**src/rtl/pci_cfg_pkg.sv**
```systemverilog
package pci_cfg_pkg;
  localparam int unsigned CFG_AW = 8;
  localparam int unsigned IDX_W  = CFG_AW - 2;

  localparam logic [3:0] CMD_CFG_RD = 4'b1010;
  localparam logic [3:0] CMD_CFG_WR = 4'b1011;

  // dword indices that carry content
  localparam logic [IDX_W-1:0] IDX_ID    = 6'h00;
  localparam logic [IDX_W-1:0] IDX_CMDST = 6'h01;
  localparam logic [IDX_W-1:0] IDX_CLASS = 6'h02;
  localparam logic [IDX_W-1:0] IDX_BAR   = 6'h04;
  localparam logic [IDX_W-1:0] IDX_INT   = 6'h0F;

  typedef struct packed {
    logic mem_en;
    logic perr_resp;
    logic serr_en;
  } cmd_t;

  typedef struct packed {
    logic perr_det;
    logic serr_sig;
  } sts_t;
endpackage

```
**src/rtl/pci_cfg_decode.sv**
```systemverilog
module pci_cfg_decode
  import pci_cfg_pkg::*;
(
  input  logic              idsel_i,
  input  logic [3:0]        cmd_i,
  input  logic [CFG_AW-1:0] ad_i,
  output logic              hit_o,
  output logic              rd_o,
  output logic              wr_o,
  output logic [IDX_W-1:0]  idx_o
);
  logic is_cfg;

  assign is_cfg = (cmd_i == CMD_CFG_RD) || (cmd_i == CMD_CFG_WR);
  assign hit_o  = idsel_i && is_cfg && (ad_i[1:0] == 2'b00);
  assign rd_o   = hit_o && (cmd_i == CMD_CFG_RD);
  assign wr_o   = hit_o && (cmd_i == CMD_CFG_WR);
  assign idx_o  = ad_i[CFG_AW-1:2];
endmodule

```
**src/rtl/pci_cfg_regs.sv**
```systemverilog
module pci_cfg_regs
  import pci_cfg_pkg::*;
#(
  parameter int unsigned WIN_BITS = 20,
  localparam int unsigned BASE_W = 32 - WIN_BITS
) (
  input  logic              clk_i,
  input  logic              rst_ni,
  input  logic              wr_i,
  input  logic [IDX_W-1:0]  idx_i,
  input  logic [3:0]        be_i,
  input  logic [31:0]       wdata_i,
  input  logic              perr_event_i,
  input  logic              serr_event_i,
  output cmd_t              cmd_o,
  output sts_t              sts_o,
  output logic [BASE_W-1:0] base_o,
  output logic [7:0]        int_line_o
);
  logic [31:0] lane_mask;
  logic [31:0] wmask;

  // expand byte enables to a bit mask
  for (genvar b = 0; b < 4; b++) begin : g_lane
    assign lane_mask[8*b +: 8] = {8{be_i[b]}};
  end

  assign wmask = wr_i ? lane_mask : 32'h0;

  always_ff @(posedge clk_i or negedge rst_ni) begin
    if (!rst_ni) begin
      cmd_o      <= '0;
      sts_o      <= '0;
      base_o     <= '0;
      int_line_o <= '0;
    end else begin
      if (idx_i == IDX_CMDST) begin
        if (wmask[1]) cmd_o.mem_en    <= wdata_i[1];
        if (wmask[6]) cmd_o.perr_resp <= wdata_i[6];
        if (wmask[8]) cmd_o.serr_en   <= wdata_i[8];
      end
      // write-1-to-clear; a same-cycle event wins
      sts_o.perr_det <= perr_event_i |
        (sts_o.perr_det & ~(idx_i == IDX_CMDST && wmask[31] && wdata_i[31]));
      sts_o.serr_sig <= serr_event_i |
        (sts_o.serr_sig & ~(idx_i == IDX_CMDST && wmask[30] && wdata_i[30]));
      if (idx_i == IDX_BAR) begin
        for (int i = 0; i < BASE_W; i++) begin
          if (wmask[WIN_BITS+i]) base_o[i] <= wdata_i[WIN_BITS+i];
        end
      end
      if (idx_i == IDX_INT && wmask[0]) int_line_o <= wdata_i[7:0];
    end
  end
endmodule

```
**src/rtl/pci_cfg_rdmux.sv**
```systemverilog
module pci_cfg_rdmux
  import pci_cfg_pkg::*;
#(
  parameter int unsigned WIN_BITS   = 20,
  parameter logic [23:0] CLASS_CODE = 24'h118000,
  localparam int unsigned BASE_W = 32 - WIN_BITS
) (
  input  logic [IDX_W-1:0]  idx_i,
  input  logic [15:0]       vendor_id_i,
  input  logic [15:0]       device_id_i,
  input  cmd_t              cmd_i,
  input  sts_t              sts_i,
  input  logic [BASE_W-1:0] base_i,
  input  logic [7:0]        int_line_i,
  output logic [31:0]       data_o
);
  always_comb begin
    data_o = '0;
    unique case (idx_i)
      IDX_ID:    data_o = {device_id_i, vendor_id_i};
      IDX_CMDST: begin
        data_o[31] = sts_i.perr_det;
        data_o[30] = sts_i.serr_sig;
        data_o[8]  = cmd_i.serr_en;
        data_o[6]  = cmd_i.perr_resp;
        data_o[1]  = cmd_i.mem_en;
      end
      IDX_CLASS: data_o = {CLASS_CODE, 8'h00};
      IDX_BAR:   data_o = {base_i, {WIN_BITS{1'b0}}};
      IDX_INT:   data_o = {16'h0000, 8'h01, int_line_i};
      default:   data_o = '0;
    endcase
  end
endmodule

```
**src/rtl/pci_cfg_space.sv**
```systemverilog
module pci_cfg_space
  import pci_cfg_pkg::*;
#(
  parameter int unsigned WIN_BITS   = 20,
  parameter logic [23:0] CLASS_CODE = 24'h118000
) (
  input  logic              clk_i,
  input  logic              rst_ni,
  input  logic              idsel_i,
  input  logic [3:0]        cmd_i,
  input  logic [CFG_AW-1:0] ad_i,
  input  logic [3:0]        be_i,
  input  logic [31:0]       wdata_i,
  input  logic [15:0]       vendor_id_i,
  input  logic [15:0]       device_id_i,
  input  logic              perr_event_i,
  input  logic              serr_event_i,
  input  logic [31:0]       mem_addr_i,
  output logic              cfg_hit_o,
  output logic              rvalid_o,
  output logic [31:0]       rdata_o,
  output logic              mem_en_o,
  output logic              perr_resp_o,
  output logic              serr_en_o,
  output logic              mem_hit_o
);
  localparam int unsigned BASE_W = 32 - WIN_BITS;

  logic              rd, wr;
  logic [IDX_W-1:0]  idx;
  cmd_t              cmd_q;
  sts_t              sts_q;
  logic [BASE_W-1:0] base_q;
  logic [7:0]        int_line_q;
  logic [31:0]       rd_mux;

  pci_cfg_decode u_dec (
    .idsel_i (idsel_i),
    .cmd_i   (cmd_i),
    .ad_i    (ad_i),
    .hit_o   (cfg_hit_o),
    .rd_o    (rd),
    .wr_o    (wr),
    .idx_o   (idx)
  );

  pci_cfg_regs #(.WIN_BITS(WIN_BITS)) u_regs (
    .clk_i        (clk_i),
    .rst_ni       (rst_ni),
    .wr_i         (wr),
    .idx_i        (idx),
    .be_i         (be_i),
    .wdata_i      (wdata_i),
    .perr_event_i (perr_event_i),
    .serr_event_i (serr_event_i),
    .cmd_o        (cmd_q),
    .sts_o        (sts_q),
    .base_o       (base_q),
    .int_line_o   (int_line_q)
  );

  pci_cfg_rdmux #(.WIN_BITS(WIN_BITS), .CLASS_CODE(CLASS_CODE)) u_mux (
    .idx_i       (idx),
    .vendor_id_i (vendor_id_i),
    .device_id_i (device_id_i),
    .cmd_i       (cmd_q),
    .sts_i       (sts_q),
    .base_i      (base_q),
    .int_line_i  (int_line_q),
    .data_o      (rd_mux)
  );

  always_ff @(posedge clk_i or negedge rst_ni) begin
    if (!rst_ni) begin
      rvalid_o <= 1'b0;
      rdata_o  <= '0;
    end else begin
      rvalid_o <= rd;
      if (rd) rdata_o <= rd_mux;
    end
  end

  assign mem_en_o    = cmd_q.mem_en;
  assign perr_resp_o = cmd_q.perr_resp;
  assign serr_en_o   = cmd_q.serr_en;
  assign mem_hit_o   = cmd_q.mem_en && (mem_addr_i[31:WIN_BITS] == base_q);
endmodule

```
**config.mk**
```make
export PLATFORM = sky130hd
export DESIGN_NAME = pci_cfg_space
export DESIGN_NICKNAME = d
export VERILOG_FILES = /design/src/rtl/pci_cfg_pkg.sv /design/src/rtl/pci_cfg_decode.sv /design/src/rtl/pci_cfg_regs.sv /design/src/rtl/pci_cfg_rdmux.sv /design/src/rtl/pci_cfg_space.sv
export SDC_FILE = /design/constraint.sdc
export NUM_CORES = 1
export LEC_CHECK = 0
export BUFFER_PORTS_ARGS = -buffer_cell sky130_fd_sc_hd__buf_2
export CAP_MARGIN = 10
export CORE_MARGIN = 5
export CORE_UTILIZATION = 39
export DETAILED_ROUTE_END_ITERATION = 8
export PLACE_DENSITY_LB_ADDON = 0.08
export REMOVE_ABC_BUFFERS = 1
export SETUP_SLACK_MARGIN = 0.02
export SYNTH_ARGS = -nofsm -noshare
export SYNTH_HDL_FRONTEND = slang
export SYNTH_SLANG_ARGS = --single-unit
```
**constraint.sdc**
```tcl
create_clock -name clk_i -period 1 [get_ports clk_i]
set_input_delay 0.05 -clock clk_i [delete_from_list [all_inputs] [get_ports clk_i]]
set_output_delay 0.05 -clock clk_i [all_outputs]
set_load 0.01 [all_outputs]
```
==> key figures <==
Run status
  – Status: complete, but fails checks
  – Failing checks: negative setup slack

Placement
  – IO buf count: around 120
  – Dpl ws: -589 ps
  – GPL Wtd Cong: between 0.8 and 0.9
  – Placed Area: between 0.003 and 0.004 mm^2
  – DP HPWL: between 5 and 6 mm
  – Placed insts: roughly 450

Critical path
  – Crit path arrival time: between 1500 and 2000 ps
  – Setup crit start: u_regs.base_o[7]
  – Critical Path End Type: output pin
  – Reg2reg setup slack: -90 ps
  – Worst-path fanout max: 3
  – Startpoint types: register
  – Critical Path RT: around 950 ps
  – Crit path kind: register to output pin
  – RR Startpoint: u_regs.cmd_o[1]

Clock network
  – CTS Buffer Depth: 2
  – H-Tree Depth: 3
  – CTS tree: built
  – Clock sinks: between 50 and 60
  – CTS buffer count: 9
  – CTS root buf: clkbuf_8
  – Skew-Pair Late Insertion Delay: around 320 ps
  – Clock transition at path regs: approximately 60 ps

Finish
  – # fillers: 489
  – Layout cells sized above 1: 0.590
  – Final Net Count: 556
  – Ant. Diodes: 0
  – Finished Layout Cells: about 520
  – Design area: between 0.004 and 0.005 mm^2
  – Reg area: ~0.0015 mm^2
  – Multi-input logic area: around 0.0014 mm^2
  – Area added between synthesis and finish: 78.3%
  – Core Util, Final: 0.710

Routing
  – DR iter-0 viols: 39
  – Vias/cell: 5.02
  – WL met2: around 4.4 mm
  – Routed met3 length: around 440 um
  – ANT nets after route: 0
  – Met1 wire length: between 3 and 4 mm
  – DRC Markers: 0
  – Top sig layer: met4
  – DRT Pass-1 Iters: 4
  – Total length of routed wires: 8.54 mm
  – Routed vias: 2621
  – WL/cell: ~16 um

Global route
  – Total gr overflow: 0
  – First-pass GRT wire length: 13.4 mm
  – Vias in the first global route: roughly 2800
  – Initial antenna violation count: 0
  – Tot GR Track Use: 0.198
  – Largest net degree at the start of global routing: 59

Timing
  – Max Freq: between 500 and 600 MHz
  – RSZ-0062 raised after global routing: true
  – Hold Vio Cnt, Final: 0
  – Tightest Pin Transition: 327 ps
  – Max-slew violation count: 0
  – Post-Route Setup TNS: -9390 ps
  – Worst setup margin: -668 ps
  – Slew HR: 0.782
  – Setup Viol. Count Final: between 50 and 60
  – Worst Skew: between 6 and 7 ps
  – Period utilisation layout: 1.67
  – Tmin final: approximately 1700 ps

Synthesis
  – Synth unique cells: 36
  – Syn_area_per_cell: approximately 12 um^2
  – Number of synthesized register bits: 58
  – Post-synth EDFFs: 0
  – Warnings, synthesis: 0
  – Synth Cell Area: approximately 0.0027 mm^2
  – Synth Flop Type: dfrtp_1
  – Gate Count Post-Synth: about 220
  – Post-synth ARST share: 1.00
  – Seq/Total Area, Yosys: 0.543

Floorplan
  – Starting density of the core: 0.398
  – Core ar.: 0.00672 mm^2
  – Die area: 0.00862 mm^2
  – # IOs: 155
  – FP Rows: 30
  – Die H: about 93 um
  – Die width: a little over 90 um

Pwr
  – Cell leakage power: roughly 2.5 nW
  – Power density over cell area: roughly 1100 mW/mm^2
  – VDD IR max: ~0.73 mV

Min path
  – Tightest Hold Check Type: input pin to register
  – Hold Startpoint: device_id_i[4]

Flow run
  – MaxCap Viol Count: 0
-- flip-flops by register name, indices dropped and copies added, names as in the netlist --
name and count:
u_regs.cmd_o 3, rdata_o 32, u_regs.sts_o 2, rvalid_o 1
u_regs.int_line_o 8, u_regs.base_o 12
-- through the flow --
step | total power, mW | hold WS, ps
2_1_floorplan | 2.59 | -246
3_3_place_gp | 2.96 | 79.4
3_5_place_dp | 2.96 | 77.9
4_1_cts | 5.25 | 4.62
5_1_grt | 5.48 | 30.1
6_report | 5.23 | 20.2
-- final timing paths --
check	end	cells past startpoint
min in group asynchronous	u_regs.int_line_o[0]	3
min	rdata_o[20]	3
max in group asynchronous	u_regs.cmd_o[2]	3
max	mem_hit_o	5
max reg2reg	rdata_o[6]	3
min reg2reg	rdata_o[29]	2
-- layout by cell type, fill, tap and decap left out, types with 3 or more instances in the layout --
cell / netlist / final
and3_1: 7 / 6
mux2i_1: 7 / 7
xor2_1: 4 / 4
nand2_4: 0 / 3
a21oi_2: 0 / 4
buf_12: 0 / 4
o31ai_4: 0 / 4
nand4_1: 4 / 4
a22o_1: 11 / 11
nand2_1: 18 / 14
dlygate4sd3_1: 0 / 44
mux2_4: 0 / 3
o21ai_2: 0 / 8
a221o_1: 6 / 6
mux2_2: 28 / 25
buf_4: 1 / 32
buf_6: 1 / 18
o21ai_1: 7 / 3
nor2_1: 10 / 8
buf_2: 1 / 119
dfrtp_1: 58 / 58
clkbuf_8: 0 / 11
xnor2_1: 8 / 8
-- logic make-up after synthesis --
group | after synthesis | synth area share
AND/OR/NAND/NOR | 56 | 0.133
buffers and inverters | 14 | 0.0248
XOR/XNOR | 12 | 0.0393
AO/OA/AOI/OAI | 43 | 0.116
flip-flops | 58 | 0.543
multiplexers | 35 | 0.144
-- layout make-up --
| type | count | area share |
|---|---|---|
| repair buffers | 220 | 0.341 |
| flip-flops and latches | 58 | 0.304 |
| multi-input cells | 146 | 0.290 |
| clock buffers | 11 | 0.0317 |
| well taps | 80 | 0.0210 |
| clock inverters | 3 | 0.00839 |
| inverters | 4 | 0.00393 |
-- metal layers --
layer,vias to the layer above,track usage
met4,0,0.0781
met2,75,0.340
met5,-,0
li1,1252,-
met1,1282,0.238
met3,12,0.0479
-- where the power goes --
group,switching [mW],internal (mW),leakage [nW]
clock,0.850,1.25,0.101
combinational,0.308,0.405,1.58
sequential,0.0283,2.39,0.795
total,1.19,4.04,2.47
-- timing repair --
action | CTS | global route
buffers inserted | 1 | 12
setup endpoints to repair | 59 | 60
endpoints found under the hold margin | 103 | 0
pin swaps | 16 | 9
hold buffers | 44 | 0
gates resized for setup | 37 | 41
gates cloned | 1 | 3
-- cell usage after synthesis (all sizes together) (2+ instances only) --
master  number  share of area
and3         7          0.016
inv          4         0.0056
a31oi        2         0.0047
xor2         4          0.013
mux2i        7          0.026
nor3         3         0.0098
a21oi        5         0.0094
nor4         3          0.013
nor2        10          0.014
nand4        4         0.0094
nand3        3         0.0056
nand2       18          0.025
dfrtp       58           0.54
a22o        11          0.036
clkbuf       6         0.0089
buf          4          0.010
mux2        28           0.12
a221o        6          0.022
o21ai       11          0.021
xnor2        8          0.026
or4          2         0.0084
a221oi       2         0.0065
o31ai        6          0.017
-- worst max-delay path: stages (launching register included) --
cell and delay [ps]:
dfrtp_1 400, xor2_1 180, nor4_2 290, nand3_1 160, nor3_2 120, buf_2 150
Note: power is estimated with default switching activity, not from simulation.
